<file path="src/rtl/sigchk_pkg.sv">
// Package: shared widths and the signature compression step.
// Assumes a fixed 32-bit data word and a 160-bit signature.
package sigchk_pkg;

    localparam int DATA_W = 32;
    localparam int SIG_W  = 160;

    // Feedback constant: bits 159, 158, 157 and 0.
    localparam logic [SIG_W-1:0] SIG_FB = {3'b111, {(SIG_W-4){1'b0}}, 1'b1};

    // One compression step: shift with feedback, then inject data and ECC flag.
    function automatic logic [SIG_W-1:0] misr_next(
        input logic [SIG_W-1:0]  s,
        input logic [DATA_W-1:0] d,
        input logic              e
    );
        logic [SIG_W-1:0] t;
        t = {s[SIG_W-2:0], 1'b0} ^ (s[SIG_W-1] ? SIG_FB : '0);
        t[DATA_W-1:0] = t[DATA_W-1:0] ^ d;
        t[DATA_W]     = t[DATA_W] ^ e;
        return t;
    endfunction

endpackage

</file>
<file path="src/rtl/sigchk_walker.sv">
// Address walker: steps through every word of the selected blocks in
// ascending block order, using either the sequential or the alternating
// complement offset order. Mask and mode are captured on an accepted start.
// Assumes BLK_AW >= 2 and that walk_go is only high while run is high.
module sigchk_walker #(
    parameter int NUM_BLOCKS = 4,
    parameter int BLK_AW     = 4,
    parameter int SHADOW_BLK = 3,
    localparam int BLK_W     = (NUM_BLOCKS > 1) ? $clog2(NUM_BLOCKS) : 1,
    localparam int AW        = BLK_W + BLK_AW
) (
    input  logic                  clk,
    input  logic                  rst_n,
    input  logic                  test_en,
    input  logic                  start_acc,
    input  logic                  seq_mode,
    input  logic [NUM_BLOCKS-1:0] blk_sel,
    input  logic                  walk_go,
    output logic                  run,
    output logic                  seq_q,
    output logic [AW-1:0]         walk_addr,
    output logic                  walk_last,
    output logic                  sel_empty
);

    logic [NUM_BLOCKS-1:0] shadow_oh;
    logic [NUM_BLOCKS-1:0] eff_mask;
    logic [NUM_BLOCKS-1:0] mask_q;
    logic [BLK_W-1:0]      blk_q;
    logic [BLK_AW-1:0]     cnt_q;
    logic [BLK_AW-2:0]     pair;
    logic [BLK_AW-1:0]     off;
    logic [BLK_W:0]        first_hit;
    logic [BLK_W:0]        next_hit;
    logic                  end_of_blk;

    // Reserved block is removed from the mask when the index exists.
    generate
        if (SHADOW_BLK >= 0 && SHADOW_BLK < NUM_BLOCKS) begin : g_shadow
            assign shadow_oh = {{(NUM_BLOCKS-1){1'b0}}, 1'b1} << SHADOW_BLK;
        end else begin : g_noshadow
            assign shadow_oh = '0;
        end
    endgenerate

    // Lowest set mask bit at or above 'from': {found, index}.
    function automatic logic [BLK_W:0] find_from(
        input logic [NUM_BLOCKS-1:0] m,
        input int                    from
    );
        logic [BLK_W:0] r;
        r = '0;
        for (int i = NUM_BLOCKS - 1; i >= 0; i--) begin
            if (i >= from && m[i]) r = {1'b1, BLK_W'(i)};
        end
        return r;
    endfunction

    // Walkable blocks and search results.
    always_comb begin
        eff_mask   = blk_sel & ~shadow_oh;
        sel_empty  = ~|eff_mask;
        first_hit  = find_from(eff_mask, 0);
        next_hit   = find_from(mask_q, int'(blk_q) + 1);
        end_of_blk = &cnt_q;
        walk_last  = end_of_blk && !next_hit[BLK_W];
    end

    // Offset order: plain count, or pair index alternating with its complement.
    always_comb begin
        pair = cnt_q[BLK_AW-1:1];
        if (seq_q) off = cnt_q;
        else       off = cnt_q[0] ? {1'b1, ~pair} : {1'b0, pair};
        walk_addr = {blk_q, off};
    end

    // Walk state: capture on start, advance on each issued read.
    always_ff @(posedge clk) begin
        if (!rst_n) begin
            run    <= 1'b0;
            seq_q  <= 1'b1;
            mask_q <= '0;
            blk_q  <= '0;
            cnt_q  <= '0;
        end else if (!test_en) begin
            run <= 1'b0;
        end else if (start_acc) begin
            run    <= !sel_empty;
            seq_q  <= seq_mode;
            mask_q <= eff_mask;
            blk_q  <= first_hit[BLK_W-1:0];
            cnt_q  <= '0;
        end else if (run && walk_go) begin
            cnt_q <= cnt_q + 1'b1;
            if (end_of_blk) begin
                if (next_hit[BLK_W]) blk_q <= next_hit[BLK_W-1:0];
                else                 run   <= 1'b0;
            end
        end
    end

    AST_WALK_SELECTED: assert property (@(posedge clk) disable iff (!rst_n)
        run |-> mask_q[blk_q]);

endmodule

</file>
<file path="src/rtl/sigchk_arb.sv">
// Port arbiter: sequential walks yield to host reads; alternating walks
// hold the host off. With no walk running the host always owns the port.
// Assumes host_addr is meaningful only while host_req is high.
module sigchk_arb #(
    parameter int AW = 6
) (
    input  logic          host_req,
    input  logic [AW-1:0] host_addr,
    input  logic          run,
    input  logic          seq_q,
    input  logic [AW-1:0] walk_addr,
    output logic          host_gnt,
    output logic          walk_go,
    output logic          mem_re,
    output logic [AW-1:0] mem_addr
);

    // Grant decision and port multiplexer.
    always_comb begin
        host_gnt = host_req && !(run && !seq_q);
        walk_go  = run && !(seq_q && host_req);
        mem_re   = host_gnt || walk_go;
        mem_addr = host_gnt ? host_addr : walk_addr;
    end

endmodule

</file>
<file path="src/rtl/sigchk_misr.sv">
// Signature register: loads the seed on an accepted start, otherwise
// compresses one returned word per fold strobe and holds in between.
// Assumes load and fold are never high together.
module sigchk_misr
    import sigchk_pkg::*;
(
    input  logic              clk,
    input  logic              rst_n,
    input  logic              load,
    input  logic [SIG_W-1:0]  seed,
    input  logic              fold,
    input  logic [DATA_W-1:0] rdata,
    input  logic              ecc,
    output logic [SIG_W-1:0]  sig
);

    // Seed load or one compression step.
    always_ff @(posedge clk) begin
        if (!rst_n)    sig <= '0;
        else if (load) sig <= seed;
        else if (fold) sig <= misr_next(sig, rdata, ecc);
    end

    AST_SEED_LOADED: assert property (@(posedge clk) disable iff (!rst_n)
        load |=> sig == $past(seed));
    AST_IDLE_HOLD: assert property (@(posedge clk) disable iff (!rst_n)
        !load && !fold |=> $stable(sig));

endmodule

</file>
<file path="src/rtl/flash_sig_walker.sv">
// Top: integrity walk over the selected flash blocks with signature
// compression. Reads issued by the walk return one cycle later and are
// folded at that edge; done marks the final compression.
// Assumes a memory with exactly one cycle of read latency.
module flash_sig_walker
    import sigchk_pkg::*;
#(
    parameter int NUM_BLOCKS = 4,
    parameter int BLK_AW     = 4,
    parameter int SHADOW_BLK = 3,
    localparam int BLK_W     = (NUM_BLOCKS > 1) ? $clog2(NUM_BLOCKS) : 1,
    localparam int AW        = BLK_W + BLK_AW
) (
    input  logic                  clk,
    input  logic                  rst_n,
    input  logic                  test_en,
    input  logic                  start,
    input  logic                  seq_mode,
    input  logic [NUM_BLOCKS-1:0] blk_sel,
    input  logic [SIG_W-1:0]      seed,
    input  logic                  host_req,
    input  logic [AW-1:0]         host_addr,
    output logic                  host_gnt,
    output logic                  mem_re,
    output logic [AW-1:0]         mem_addr,
    input  logic [DATA_W-1:0]     mem_rdata,
    input  logic                  mem_ecc,
    output logic                  busy,
    output logic                  done,
    output logic [SIG_W-1:0]      signature
);

    logic          w_run;
    logic          w_seq;
    logic [AW-1:0] w_addr;
    logic          w_last;
    logic          w_empty;
    logic          walk_go;
    logic          start_acc;
    logic          pend_q;
    logic          pend_last_q;

    // Start gating and busy flag.
    always_comb begin
        busy      = w_run || pend_q;
        start_acc = start && test_en && !busy;
    end

    sigchk_walker #(
        .NUM_BLOCKS (NUM_BLOCKS),
        .BLK_AW     (BLK_AW),
        .SHADOW_BLK (SHADOW_BLK)
    ) u_walker (
        .clk       (clk),
        .rst_n     (rst_n),
        .test_en   (test_en),
        .start_acc (start_acc),
        .seq_mode  (seq_mode),
        .blk_sel   (blk_sel),
        .walk_go   (walk_go),
        .run       (w_run),
        .seq_q     (w_seq),
        .walk_addr (w_addr),
        .walk_last (w_last),
        .sel_empty (w_empty)
    );

    sigchk_arb #(
        .AW (AW)
    ) u_arb (
        .host_req  (host_req),
        .host_addr (host_addr),
        .run       (w_run),
        .seq_q     (w_seq),
        .walk_addr (w_addr),
        .host_gnt  (host_gnt),
        .walk_go   (walk_go),
        .mem_re    (mem_re),
        .mem_addr  (mem_addr)
    );

    // Track the outstanding walk read and the completion flag.
    always_ff @(posedge clk) begin
        if (!rst_n || !test_en) begin
            pend_q      <= 1'b0;
            pend_last_q <= 1'b0;
            done        <= 1'b0;
        end else begin
            pend_q      <= walk_go;
            pend_last_q <= walk_go && w_last;
            if (start_acc)        done <= w_empty;
            else if (pend_last_q) done <= 1'b1;
        end
    end

    sigchk_misr u_misr (
        .clk   (clk),
        .rst_n (rst_n),
        .load  (start_acc),
        .seed  (seed),
        .fold  (pend_q && test_en),
        .rdata (mem_rdata),
        .ecc   (mem_ecc),
        .sig   (signature)
    );

    AST_START_GATED: assert property (@(posedge clk) disable iff (!rst_n)
        !test_en && start && !busy |=> !busy);
    AST_SHADOW_SKIP: assert property (@(posedge clk) disable iff (!rst_n)
        mem_re && !host_gnt |-> int'(mem_addr[AW-1:BLK_AW]) != SHADOW_BLK);
    AST_HOST_ROUTE: assert property (@(posedge clk) disable iff (!rst_n)
        host_gnt |-> mem_re && mem_addr == host_addr);
    AST_ALT_HOLDOFF: assert property (@(posedge clk) disable iff (!rst_n)
        w_run && !w_seq |-> !host_gnt);
    AST_DONE_SIG_HOLD: assert property (@(posedge clk) disable iff (!rst_n)
        done && $past(done) && !$past(start) |-> $stable(signature));
    AST_DONE_EXCL: assert property (@(posedge clk) disable iff (!rst_n)
        done |-> !busy);
    AST_TESTMODE_EXIT: assert property (@(posedge clk) disable iff (!rst_n)
        !test_en |=> !busy && !done);

endmodule

</file>
<file path="config.mk">
export PLATFORM = sky130hd
export DESIGN_NAME = flash_sig_walker
export DESIGN_NICKNAME = d
export VERILOG_FILES = /design/src/rtl/sigchk_pkg.sv /design/src/rtl/sigchk_walker.sv /design/src/rtl/sigchk_arb.sv /design/src/rtl/sigchk_misr.sv /design/src/rtl/flash_sig_walker.sv
export SDC_FILE = /design/constraint.sdc
export NUM_CORES = 1
export LEC_CHECK = 0
export ABC_CLOCK_PERIOD_IN_PS = 1590
export BUFFER_PORTS_ARGS = -buffer_cell sky130_fd_sc_hd__buf_2
export CORE_MARGIN = 2
export CORE_UTILIZATION = 32
export CTS_CLUSTER_SIZE = 8
export DETAILED_ROUTE_END_ITERATION = 10
export GPL_TIMING_DRIVEN = 0
export SLEW_MARGIN = 0
export SYNTH_ARGS = -nofsm -noshare
export SYNTH_HDL_FRONTEND = slang
export SYNTH_SLANG_ARGS = --single-unit
</file>
<file path="constraint.sdc">
create_clock -name clk -period 1.59 [get_ports clk]
set_input_delay 0.159 -clock clk [delete_from_list [all_inputs] [get_ports clk]]
set_output_delay 0.159 -clock clk [all_outputs]
set_load 0.02 [all_outputs]
</file>
## Word level (Yosys, flattened, before mapping)

Index checks and enable logic that the tools add are counted.

| word-level totals | value |
|---|---|
| input bits | 209 |
| flip-flop bits (word level) | 174 |
| output and inout bits | 170 |

| cells by class | value |
|---|---|
| multiplexer cells | 24 |
| order comparisons | 3 |
| add/sub/neg operators | 2 |
| eq/ne operators | 1 |
| reduce and logical (&&, ||, !) cells | 36 |
| bitwise gates (word level) | 4 |

Operators with widths:

| kind | count |
|---|---|
| $mux 160 | 3 |
| $xor 160x160->160 | 1 |
| $ge 1x32->1 const A | 1 |
| $ge 2x32->1 const A | 1 |
| $ge 3x32->1 const A | 1 |
| $xor 32x32->32 | 1 |
| $mux 4 | 4 |
| $mux 2 | 7 |
| $logic_and 1x1->1 | 13 |
| $reduce_bool 2->1 | 5 |
| $mux 3 | 3 |
| $logic_not 1->1 | 8 |
| $reduce_and 4->1 | 2 |
| $mux 1 | 6 |
| $mux 6 | 1 |
| $reduce_and 2->1 | 3 |
| $add 4x1->4 const B | 1 |
| $add 2x1->3 const B | 1 |
| $logic_or 1x1->1 | 3 |
| $not 3->3 | 1 |
| $reduce_and 3->1 | 1 |
| $reduce_or 3->1 | 1 |
| $ne 2x2->1 const B | 1 |
| $xor 1x1->1 | 1 |

## Logic depth before layout (Yosys ltp)

Gate-level depths: netlist of the first run.

| depth | value |
|---|---|
| depth in word-level cells | 10 |
| gate-level depth with buffers | 8 |
| depth with buffers taken out | 5 |

## Hierarchy

From an unflattened synthesis of the first run, not the netlist that was laid out.

| unflattened totals | value |
|---|---|
| cell total of the unflattened synthesis | 849 |
| area total of the unflattened synthesis | 8399.3 um^2 |

Modules (own cells, without submodules):

| module | cells an instance | area each (um^2) | times used | sequential area each (um^2) |
|---|---|---|---|---|
| sigchk_misr | 753 | 7557.2 | 1 | 3203.1 |
| sigchk_walker | 74 | 613.1 | 1 | 200.2 |
| flash_sig_walker | 11 | 126.4 | 1 | 60.1 |
| sigchk_arb | 11 | 102.6 | 1 | 0.0 |

## Least setup slack after synthesis of the first run

Ideal clock, no wire load.

| path | value |
|---|---|
| kind | reg2reg |
| start point | reg u_walker.run |
| end point | reg u_misr.sig[116] |
| setup slack | 216 ps |
| clock period less this slack | 1374 ps |
| cell stages (with the launch flop) | 9 |
| path buffers | 4 |
| arrival time | 1304 ps |
| cells stage by stage | dfxtp_1 -> buf_4 -> and4bb_1 -> buf_6 -> nor2_4 -> buf_6 -> buf_4 -> nand2_1 -> a21boi_1 |

| on the way | value |
|---|---|
| longest elaborated chain between the ends | 4 |

RTL lines:

| item | line | source |
|---|---|---|
| start: declaration | sigchk_walker.sv:19 | `output logic run,` |
| start signal: assignment | sigchk_walker.sv:88 | `run <= !sel_empty;` |
| $logic_or 1x1->1 * | flash_sig_walker.sv:45 | `busy = w_run \|\| pend_q;` |
| $logic_not 1->1 * | flash_sig_walker.sv:46 | `start_acc = start && test_en && !busy;` |
| $logic_and 1x1->1 * | flash_sig_walker.sv:46 |  |
| $mux 160 or $reduce_bool 2->1 (tied branches) | - |  |
| end signal: assignment | sigchk_misr.sv:21 | `else if (fold) sig <= misr_next(sig, rdata, ecc);` |
| end: declaration | sigchk_misr.sv:14 | `output logic [SIG_W-1:0] sig` |

Every way passes the cells marked *; elsewhere a longest branch is shown, timed or not.
A chain may end at the register's enable or synchronous reset.

## Final worst setup path of the first run

| path | value |
|---|---|
| start point | reg u_walker.run |
| end point | out mem_addr[1] |

| on the way | value |
|---|---|
| longest elaborated chain between the ends | 4 |

RTL lines:

| item | line | source |
|---|---|---|
| $logic_and 1x1->1 | sigchk_arb.sv:20 | `host_gnt = host_req && !(run && !seq_q);` |
| $logic_not 1->1 | sigchk_arb.sv:20 |  |
| $logic_and 1x1->1 | sigchk_arb.sv:20 |  |
| $mux 6 | sigchk_arb.sv:23 | `mem_addr = host_gnt ? host_addr : walk_addr;` |
| end: declaration | flash_sig_walker.sv:25 | `output logic [AW-1:0] mem_addr,` |

Every way passes these cells.

==> run summary, run 1 <==
The setup check on the worst reg-to-reg path leaves a slack of -90 ps. For this block, the initial DRC count from the detailed router was 533. Proportion of power drawn by the clock network: 36.4%. In this run the most critical hold path is launched from seed[35].

The number of pins exceeding their max-slew limit in the final report came out at 0. Setup violations remaining at the end of the flow were counted as 101. The worst slack at placement was -148 ps; the final weighted congestion of routability-driven global placement was 0.818.

In the post-synthesis netlist, the biggest area contributors are dfxtp_1 (45%), a22oi_1 (14%), a21boi_1 (10%). The run gives 36 as the number of library cell types mapped by synthesis. The area enclosed by the die boundary is 25,600 sq um, and the clock-pin slew on the worst setup and hold paths is 70 ps. From left edge to right edge, the die measures 160 microns. Net switching is 29.1% of the power. The internal portion of the total power is 7.73 mW. Walking the worst path, the cells encountered are inv_4, o21ai_4, buf_12, mux2_4, buf_6.

For the worst clock skew, the log shows 13.6 ps. The tightest hold path in the finished design has a slack of 7.80 ps. The routed design could run at a clock period as short as 1730 ps. The share of the clock period used by the worst path is 109%. The final reports fail on negative setup slack. Of the cells placed in the final design, the portion with a size suffix greater than 1 is 48.1%. The critical path start-end classification was reg -> out.

The initial antenna violation count is 1, and the synthesized flop and latch total is 173. For the pin with the worst max-slew slack, the measured transition is 756 ps. The most common cell in the synthesized netlist is nand2_1. The number of warning messages in the yosys log was 0. In the final layout, the multi-input gates occupy 4350 sq um. The most used flip-flop cell after synthesis is dfxtp_1. In this run, synthesis inferred 0 flip-flops with an integrated enable. In this run the core area contains 57 standard-cell rows. The worst hold path was traced through 3 stages.

The fill cell total of the finished layout is 2,302. The H-tree depth is 4. The logs give 173 for the total number of clock tree sinks and 44.5% for the sequential element share of the synthesized area. For this run, design rule violations remaining after detail routing come to 0. The final net count was 1,554; the number of buffer cells added on primary ports was 377.

In this run the count of I/O pins placed on the die edge is 379. Entering global routing, the biggest net connects 17 pins. Once the floorplan was initialized, standard cells occupied 32.3% of the core. The worst reg2reg path depth was 7; the synthesis-to-layout area growth was 64.8%. The worst hold endpoint is u_misr.sig[35]. Synthesis produced a netlist whose cell count is 861. The startpoint of the lowest-slack register-to-register path is u_walker.run. The element type at the critical path end was an output port.

The tools report the top achievable clock speed as 579 MHz. dfxtp_1 takes more of the synthesized area than any other cell. The detailed router placed 8,328 vias in this run. The arrival time at the worst endpoint came out at 1570 ps. The run finished, with violations left.

Summing internal, switching and leakage power gives 10.9 mW. The post-synthesis cell area came out at 7780 sq um. The tools report the number of endpoints with negative hold slack in the final report as 0. The critical path starts at u_walker.run.

IR analysis of the VDD net gives a maximum drop of 508 uV. The HPWL reported at the end of detailed placement was 20.5 mm; the sequential cell area in the final layout was 3470 sq um. The sum of overflow across all layers after global routing is 0, and the total wirelength of the detailed-routed design is 29.5 mm.

The number of nets in the synthesized netlist is 1,071. The fraction of registers with async set/reset is 0%. The final worst setup slack was -136 ps; the wire length of the first global-routing pass was 41.7 mm.

After routing the design area is 12,800 sq um. The synthesized area divided by synthesized cell count is 9.03 sq um, and the total CTS buffers is 17. Among all stages on the critical path, the largest delay is contributed by dfxtp_4. On the worst path, the slowest cell contributes a delay of 380 ps.

The tools report the startpoint type of the worst setup path as a flop. The deepest clock path buffer count is 2, and the switching power summed over all nets is 3.17 mW. Combinational logic burns 20.1% of the power. For this design the static power due to leakage is 5.60 nW.

Once placement finished, the instance area stood at 10,100 sq um. The fraction of post-synthesis cell area in the top cell type by area is 44.5%, and the clock latency on the worst-skew pair is 430 ps. The sequential group share of total power was 43.4%. For the remaining max-slew budget at the tightest pin, the log shows 49.6%. The tightest min-delay check is of the in -> reg type. For the worst setup path, the data required time is 1430 ps. The tools report the count of placed standard cells in the final layout, fillers left out as 1,680. TritonCTS built the clock tree. After detailed routing, the average wire length per cell comes to 17.6 microns. The overall die height is 160 microns. Dividing total power by cell area gives a power density of 850 nW/um^2.

The number of maximum-capacitance constraint violations was 0. The tools report the critical register-to-register path endpoint as u_walker.blk_q[0]. The detail route stage leaves a number of antenna-violating nets equal to 0.

In the synthesized netlist, the cells that appear most often are nand2_1 (192), dfxtp_1 (173), a22oi_1 (141). Setup repair after global routing could not meet its margin everywhere. Number of global-route vias before repair: 7,786. The total area inside the core boundary comes to 24,100 sq um.

The detailed-router iteration count before antenna repair was 5; the worst-path maximum fanout was 4. The via count normalized by instance count came out at 4.96. The tools report the total routing usage reported by global routing as 20.3%. The tools report the cell count after placement as 1,562. CTS placed an instance of clkbuf_16 at the clock tree root.
## routing by layer
layer | vias to the layer above | global-route usage, % | routed length, microns
li1 | 4045 | - | -
met2 | 276 | 35.9 | 14900
met1 | 3993 | 24.8 | 12600
met5 | - | 0 | 0
met4 | 0 | 4.42 | 263
met3 | 14 | 5.30 | 1770
## cell type report
cell class / instances / share of cell area, %
sequential: 173 / 27.1
timing repair buffer: 466 / 25.9
tap: 324 / 3.16
clock buffer: 18 / 3.43
inverter: 6 / 0.195
clock inverter: 12 / 0.810
multi-input combinational: 605 / 33.9
buffer: 75 / 5.46
antenna: 1 / 0.0195
## timing repair
| action | in CTS | in global routing |
|---|---|---|
| setup endpoints to repair | 132 | 178 |
| endpoints found under the hold margin | 37 | 3 |
| buffers inserted | 10 | 10 |
| gates resized for setup | 69 | 237 |
| pin swaps | 6 | 69 |
| cloned | 0 | 29 |
| hold buffers | 37 | 3 |
## worst max-delay path: cells and delay by family, from the launching register on
| kind | cells | cell delay (ps) |
|---|---|---|
| compound gates | 1 | 160 |
| buf+inv | 3 | 310 |
| flops | 1 | 380 |
| mux | 1 | 300 |
## flip-flops by register name, summed over array words and instances (netlist names)
register and flops:
done 1, pend_last_q 1, pend_q 1, u_misr.sig 160
u_walker.blk_q 2, u_walker.cnt_q 4, u_walker.mask_q 2, u_walker.run 1
u_walker.seq_q 1
## how the worst max path moves through the flow
stage / slack [ps] / depth (start not counted) / end
2_1_floorplan: 220 / 8 / u_misr.sig[116]
3_3_place_gp: -120 / 8 / u_misr.sig[120]
3_5_place_dp: -150 / 8 / u_misr.sig[44]
5_1_grt: -200 / 7 / mem_addr[3]
4_1_cts: -210 / 6 / mem_addr[5]
6_report: -140 / 5 / mem_addr[1]
## power by group through the flow
stage | Clock (mW) | Combinational, mW | Sequential [mW]
5_1_grt | 4.26 | 2.34 | 4.76
2_1_floorplan | 0 | 0.656 | 5.02
3_5_place_dp | 0 | 1.59 | 4.80
4_1_cts | 4.05 | 1.75 | 4.71
6_report | 3.97 | 2.19 | 4.73
3_3_place_gp | 0 | 1.58 | 4.80
## cells in the final DEF, fill, tap and decap left out, types with 21 or more instances in the layout
cell type / Yosys / routed
buf_8: 0 / 25
nand2_1: 192 / 132
clkbuf_16: 0 / 46
buf_2: 26 / 383
nand2_2: 0 / 59
a22oi_1: 141 / 90
a22oi_2: 0 / 51
dfxtp_1: 173 / 169
clkbuf_1: 26 / 21
a21boi_1: 105 / 150
dlygate4sd3_1: 0 / 40
## logic make-up after synthesis
group	after synthesis	synth area share, %
AOI/OAI and AO/OA	335	32.3
and+or+nand+nor	222	11.3
DFF	173	44.5
buffers and inverters	83	6.21
xor gates and xnor gates	40	4.51
muxes	7	0.965
adders and majority gates	1	0.161
## per-stage QoR
| stage | setup TNS, ps | utilization (%) |
|---|---|---|
| after detailed placement | -14430 | 41.8 |
| final | -3890 | 53.2 |
| after global routing | -15730 | 53.2 |
| after global placement | -10070 | 41.8 |
| after CTS | -4520 | 46.8 |
| after floorplan | 0 | - |
Power figures use the tool's default switching activity.
==> inputs of run 2 (changes only) <==
REMOVE_ABC_BUFFERS = 1   (was unset)
SYNTH_HIERARCHICAL = 1   (was unset)
==> run summary, run 2 <==
Of the post-synthesis cell area, the part taken by muxes is 16.2%. The cell accounting for the most synthesized area was dfxtp_1. Number of instances in the synthesized netlist: 849. The startpoint of the lowest-slack register-to-register path was u_walker/run. The tools report the wire length of the first global-routing pass as 47.5 mm. The synthesis-to-layout area growth was 77.7%.

Setup total negative slack on the finished layout was measured at -25,130 ps. Yosys attributes the largest share of cell area to dfxtp_1 (41%), mux2i_1 (15%), a211oi_1 (11%). The tree is rooted in a clkbuf_16. The tools report the static leakage as 5.80 nW.

The sequential element share of the synthesized area is 41.2%. The via count normalized by instance count works out to 5.37. The run gives 164 as the setup-violating endpoint count in the final report.

Once detailed placement completed, the half-perimeter wirelength came to 18.4 mm. The worst clock skew came out at 19.1 ps. For this configuration, the core starts out at a cell density of 32.4%. The number of flops mapped to enable cells by yosys was 0. The critical path goes through ha_4, mux2_2, mux2_4, buf_6. For the total number of clock tree sinks, the log shows 173. After synthesis, the netlist uses 49 different library cells.

The worst reg2reg path depth came out at 7. The share of the synthesized netlist area taken by xor and xnor gates came out at 3.86%. Most used flip-flop cell after synthesis: dfxtp_1. Row generation in the floorplan step produced 59 rows.

The tools report the element type at the critical path end as an output port. In the finished design, the share of the clock period the worst path needs comes to 116%. The routed wire length per instance was 22.3 microns; the actual transition at the worst max-transition pin was 708 ps. The remaining max-slew budget at the tightest pin is 52.8%. The first detailed-routing pass took 5 iterations.

The logs give 8,866 for the overall via count from detail_route and 0 for the number of maximum-capacitance constraint violations. The horizontal die dimension is 166 microns. The adder and majority cell fraction of the synthesized area is 0.149%.

The overall die height works out to 166 microns. The setup path with the least slack is of type reg -> out. In the layout the commonest cells are buf_2 (369), dfxtp_1 (168), mux2i_1 (126). Hold timing on the final database bottoms out at a slack of 13.2 ps. The startpoint type of the worst setup path is a flop. The H-tree was split into 4 levels. Static timing analysis puts the maximum clock frequency at 543 MHz. The final net count was 1,512; the post-synthesis cell area was 8400 sq um. 379 I/O pins were placed.

STA puts the critical path data arrival time at 1680 ps. The synthesized flop and latch total was 173. TritonCTS built the clock tree. Routability-driven placement finished with a final weighted congestion of 0.782. The number of global-route vias before repair is 8,165.

The combinational family with the most area after synthesis is simple AND/OR/NAND/NOR gates. The shortest period the worst path allows is 1840 ps. For this run, the total global-route usage over all layers was measured as 21.7%. The logs give -1220 ps for the worst slack at placement and 560 uV for the maximum resistive drop on vdd. Summing the areas of all and, or, nand and nor instances in the mapped netlist gives 17.2% of the synthesized area. The checks that failed: negative setup slack. Buffers inserted during clock tree synthesis total 17. The flow ran to the end, but the final reports show violations. The count of nets left with antenna violations once routing finished came out at 0.

For this run, the slowest stage of the critical path takes 360 ps. The synthesized netlist devotes 16.7% of its cell area to compound gates. The logs give 2 for the deepest clock path buffer count and 25,900 sq um for the total core area.

Area enclosed by the die boundary: 27,600 sq um. Setup repair after global routing could not meet its margin everywhere. The clock-pin slew on the worst setup and hold paths works out to 80 ps. In the final layout, the registers with the most flip-flops are u_misr/sig (160), u_walker/cnt_q (4). The cell with the largest stage delay on the worst path is dfxtp_4.

The run gives 0 as the number of endpoints with negative hold slack in the final report. By count the netlist is led by dfxtp_1 (173), mux2i_1 (127), nor2b_1 (127). The logs give 430 ps for the clock latency on the worst-skew pair and 0 for the total inserted antenna cells. The tools report the timing startpoint of the critical path as u_walker/cnt_q[0].

The tools report the total wirelength of the detailed-routed design as 36.8 mm. After the first detailed-routing iteration, the DRC count stood at 661. The power density relative to cell area was 802 nW/um^2; the flip-flop count of the largest register, all copies and words added was 160. The total overflow left after global routing is 0.

The number of pins exceeding their max-slew limit in the final report is 0. The min-delay analysis places its worst path in the category in -> reg. The most common cell after layout, fill and taps aside was buf_2.

For the number of warning messages in the yosys log, the log shows 6. The share of synthesized area in the top cell type comes to 41.2%. For the initial antenna violation count, the log shows 1. The worst register-to-register path ends at u_misr/sig[4].

Entering global routing, the biggest net connects 69 pins. Fraction of layout cells with a size suffix above 1: 62.1%. Most common cell in the synthesized netlist: dfxtp_1. The detailed-route DRC error count was 0; the fraction of registers with async set/reset was 0%. The final worst setup slack was -250 ps. In this run the worst path has a maximum fanout of 2. The synthesized area divided by synthesized cell count came out at 9.89 sq um.

The slack of the worst reg-to-reg path was -220 ps. For the worst setup path, the data required time is 1430 ps. The tools report the timing endpoint of the critical path as mem_addr[0].

Counting flops per register, the top entry is u_misr/sig. Port buffering added 377 buffers.
run 2: metal layers:
metal	GRT usage (%)	wire length, microns
met1	27.1	15000
met4	5.29	690
met2	37.3	18500
met3	5.39	2570
met5	0	13
run 2: logic make-up (layout without fill, tap and decap cells):
family | count (synthesis) | count (layout)
DFF | 173 | 173
AOI/OAI and AO/OA | 181 | 181
xor gates and xnor gates | 37 | 37
muxes | 135 | 135
adders and majority gates | 1 | 1
and+or+nand+nor | 237 | 245
buffers and inverters | 85 | 543
run 2: area by class of cell:
| cell class | instances | area [sq um] |
|---|---|---|
| Fill cell | 2164 | 11000 |
| Timing Repair Buffer | 502 | 3960 |
| Inverter | 7 | 67.6 |
| Clock inverter | 13 | 124 |
| Multi-Input combinational cell | 599 | 6410 |
| Clock buffer | 19 | 433 |
| Timing Repair inverter | 2 | 31.3 |
| Tap cell | 335 | 419 |
| Sequential cell | 173 | 3480 |
run 2: how the worst min path moves through the flow:
| stage | from | to | slack [ps] | cells past startpoint |
|---|---|---|---|---|
| after floorplan | rst_n | u_walker/seq_q | 230 | 1 |
| after global placement | seed[157] | u_misr/sig[157] | 390 | 3 |
| after detailed placement | seed[13] | u_misr/sig[13] | 400 | 3 |
| after CTS | seed[59] | u_misr/sig[59] | 0.1 | 3 |
| after global routing | seed[126] | u_misr/sig[126] | -6 | 3 |
| final | seed[136] | u_misr/sig[136] | 10 | 3 |
run 2: per-stage QoR:
step                utilization (%)  power (mW)  cells  area [sq um]
floorplan                         -        5.91    771          8030
global placement               39.9        6.72   1483         10300
detailed placement             40.7        6.76   1490         10500
CTS                            48.7        11.3   1598         12600
finish                         57.6        12.0   1650         14900
global route                   57.6        12.4   1650         14900
run 2: timing repair:
item | 4_1_cts | 5_1_grt
hold buffers | 32 | 6
hold endpoints to repair | 32 | 6
gates cloned | 19 | 29
endpoints found under the setup margin | 177 | 176
buffers inserted | 25 | 25
gates resized for setup | 144 | 346
pin swaps | 28 | 108
run 2: worst max-delay path: cells and delay by family, from the launching register on:
family | cells | cell delay, ps
mux | 2 | 520
flops | 1 | 360
fa+ha+maj | 1 | 240
buf+inv | 1 | 130
run 2: where the power goes:
group          switching (mW)  internal (mW)  leakage, nW  total [mW]
logic                    1.53           1.45         4.10        2.98
clock network            2.05           2.08        0.272        4.13
registers               0.254           4.60         1.43        4.86
total                    3.84           8.13         5.80        12.0
==> inputs of run 3 (changes only) <==
--- a/config.mk
+++ b/config.mk
@@ -7,3 +7,3 @@
 export LEC_CHECK = 0
-export ABC_CLOCK_PERIOD_IN_PS = 1590
+export ABC_CLOCK_PERIOD_IN_PS = 2050
 export BUFFER_PORTS_ARGS = -buffer_cell sky130_fd_sc_hd__buf_2
==> constraint.sdc (replaced) <==
create_clock -name clk -period 2.05 [get_ports clk]
set_input_delay 0.41 -clock clk [delete_from_list [all_inputs] [get_ports clk]]
set_output_delay 0.41 -clock clk [all_outputs]
set_load 0.02 [all_outputs]
==> run summary, run 3 (synthesis results as in run 2) <==
TritonCTS built the clock tree. The via count normalized by instance count was 5.03. For this design the static power due to leakage is 4.56 nW.

Along the worst path, the maximum fanout reaches 2. The element type at the critical path end is an output port. In the final routed layout, each cell accounts on average for 17.9 microns.

The library cell used as clock root buffer was clkbuf_16. The register with the most flip-flops in the layout has 160 of them. In the final layout, flip-flops and latches occupy 3480 sq um. The count of nets left with antenna violations once routing finished came out at 0. The floorplan has 59 rows. The final reports fail on negative setup slack. Headroom to the max-slew limit came out at 54.8%. The number of endpoints with negative hold slack in the final report is 0. VDD sags by at most 427 uV. The worst setup path is of the reg -> out kind. The most common cell after layout, fill and taps aside was buf_2.

Fraction of layout cells with a size suffix above 1: 38.3%. The area enclosed by the die boundary came out at 27,600 sq um. The tools report the number of maximum-capacitance constraint violations as 0. For this run, the top clock speed supported by timing is 478 MHz.

Summing all multi-input logic gate instances after layout gives 4620 sq um. The logs give 17 for the total CTS buffers and 15.8 ps for the worst clock skew. HPWL reported at the end of detailed placement: 18.4 mm. For the worst setup path, the data required time is 1640 ps. The top cell types in the final layout, fill and taps aside, are buf_2 (371), dfxtp_1 (169), mux2i_1 (127), nor2b_1 (127), a211oi_1 (124). The number of hold buffers added after CTS was 0.

Data arrives at the worst endpoint at 1680 ps. The tools report the number of pins exceeding their max-slew limit in the final report as 0. The first global-routing pass estimated 42.1 mm of wire. The total core area came out at 25,900 sq um. In this run the tool buffered the top-level ports with 377 buffer cells. The initial core utilization was 32.4%; the total routing usage reported by global routing was 18.7%.

Register name with the most flops: u_misr/sig. Setup repair after global routing could not meet its margin everywhere. The tools report the overall via count from detail_route as 7,750. In the routed design, unresolved DRC markers number 0. The first detailed-routing pass ran for 4 iterations.

The run gives 1 as the setup-violating endpoint count in the final report. With fillers left out, the area of the finished cells amounts to 11,400 sq um. The shortest period the worst path allows is 2090 ps, and the number of global-route vias before repair is 7,502. Power spread over the standard cell area amounts to 735 nW/um^2.

The filler cells instantiated in the layout total 2,604. The placed instances occupy a cell area of 10,500 sq um. The actual transition at the worst max-transition pin came out at 678 ps. The clock passes through at most 2 buffers. The die is 166 microns wide.

The tightest min-delay check is of the in -> reg type. Dividing the final minimum period by the clock period gives 102%. The tools report the final worst setup slack as -42.7 ps. The congestion estimate from routability-driven global placement came to 0.782. The run gives 4 as the H-tree depth.

The sum of overflow across all layers after global routing is 0, and the total number of clock tree sinks is 173. The routed design has 27.5 mm of wire. For the setup TNS after final layout, the log shows -42.7 ps. Prior to clock tree synthesis, the placed netlist has a worst setup slack of -1010 ps.

The tools report the startpoint type of the worst setup path as a flop. In this run the vertical extent of the chip is 166 microns. The run gives 1,400 as the final net count.

From synthesis to final layout, the design area changed by 35.3%. The clock reaches the later pin of the worst-skew pair after 420 ps. After clock tree synthesis, the clock-pin slew on the worst setup and hold paths is 80 ps. The tools report the initial DRC count as 409. For this run, the share of the core covered by cells in the final layout is 43.9%.

The tools report the pin count of the biggest net entering global routing as 86. The total power was 8.36 mW; the count of boundary I/O pins was 379. The run gives 2 as the initial antenna violation count. The flow ran to the end, but the final reports show violations. The largest registers in the layout are u_misr/sig (160), u_walker/cnt_q (4).
==> run 3: cell count changes in the layout (fill, tap and decap cells not counted), sizes merged, moves of 2 or more <==
cell / change
clkbuf: -15
buf: -52
and4bb: -4
dlygate4sd3: -38
diode: +2
==> run 3: per-stage QoR <==
stage	hold WS, ps	std cells
4_1_cts	190	1533
2_1_floorplan	443	771
5_1_grt	203	1539
3_5_place_dp	465	1490
3_3_place_gp	462	1483
6_report	216	1540
==> run 3: worst paths after layout <==
check	to	from	slack (ps)	depth (start not counted)
min reg2reg	u_walker/mask_q[2]	u_walker/mask_q[2]	470	2
max reg2reg	u_misr/sig[100]	u_walker/run	80	6
max	mem_addr[0]	u_walker/cnt_q[0]	-40	4
min	u_misr/sig[7]	seed[7]	220	3
==> run 3: power breakdown <==
part / total, mW / internal (mW) / switching, mW / leakage (nW)
Clock: 3.16 / 1.61 / 1.55 / 0.272
Combinational: 1.45 / 0.630 / 0.817 / 2.86
Sequential: 3.75 / 3.57 / 0.183 / 1.42
==> run 3: worst max-delay path, cell delays in order, from the launching register on <==
cell	delay [ps]
dfxtp_4	360
ha_4	240
mux2_4	270
mux2_4	260
buf_6	130
==> run 3: layer usage <==
layer	vias up	GRT usage, %	share of wire (%)
met5	-	0	0.047
met4	2	3.97	0.75
met3	13	5.34	7.2
met2	295	31.4	48
met1	3656	23.9	44
li1	3784	-	-
==> run 3: final cells by class <==
class                   count  share of cell area (%)
multi-input cells         594                    40.7
flip-flops and latches    173                    30.6
repair buffers            397                    19.7
clock buffers              19                    3.81
well taps                 335                    3.69
clock inverters            13                    1.09
inverters                   7                   0.385
diodes                      2                  0.0440
==> run 3: what timing repair did <==
item / 4_1_cts / 5_1_grt
setup endpoints to repair: 166 / 83
buffers inserted: 8 / 4
gates resized for setup: 15 / 20
cloned: 3 / 1
pin swaps: 2 / 1
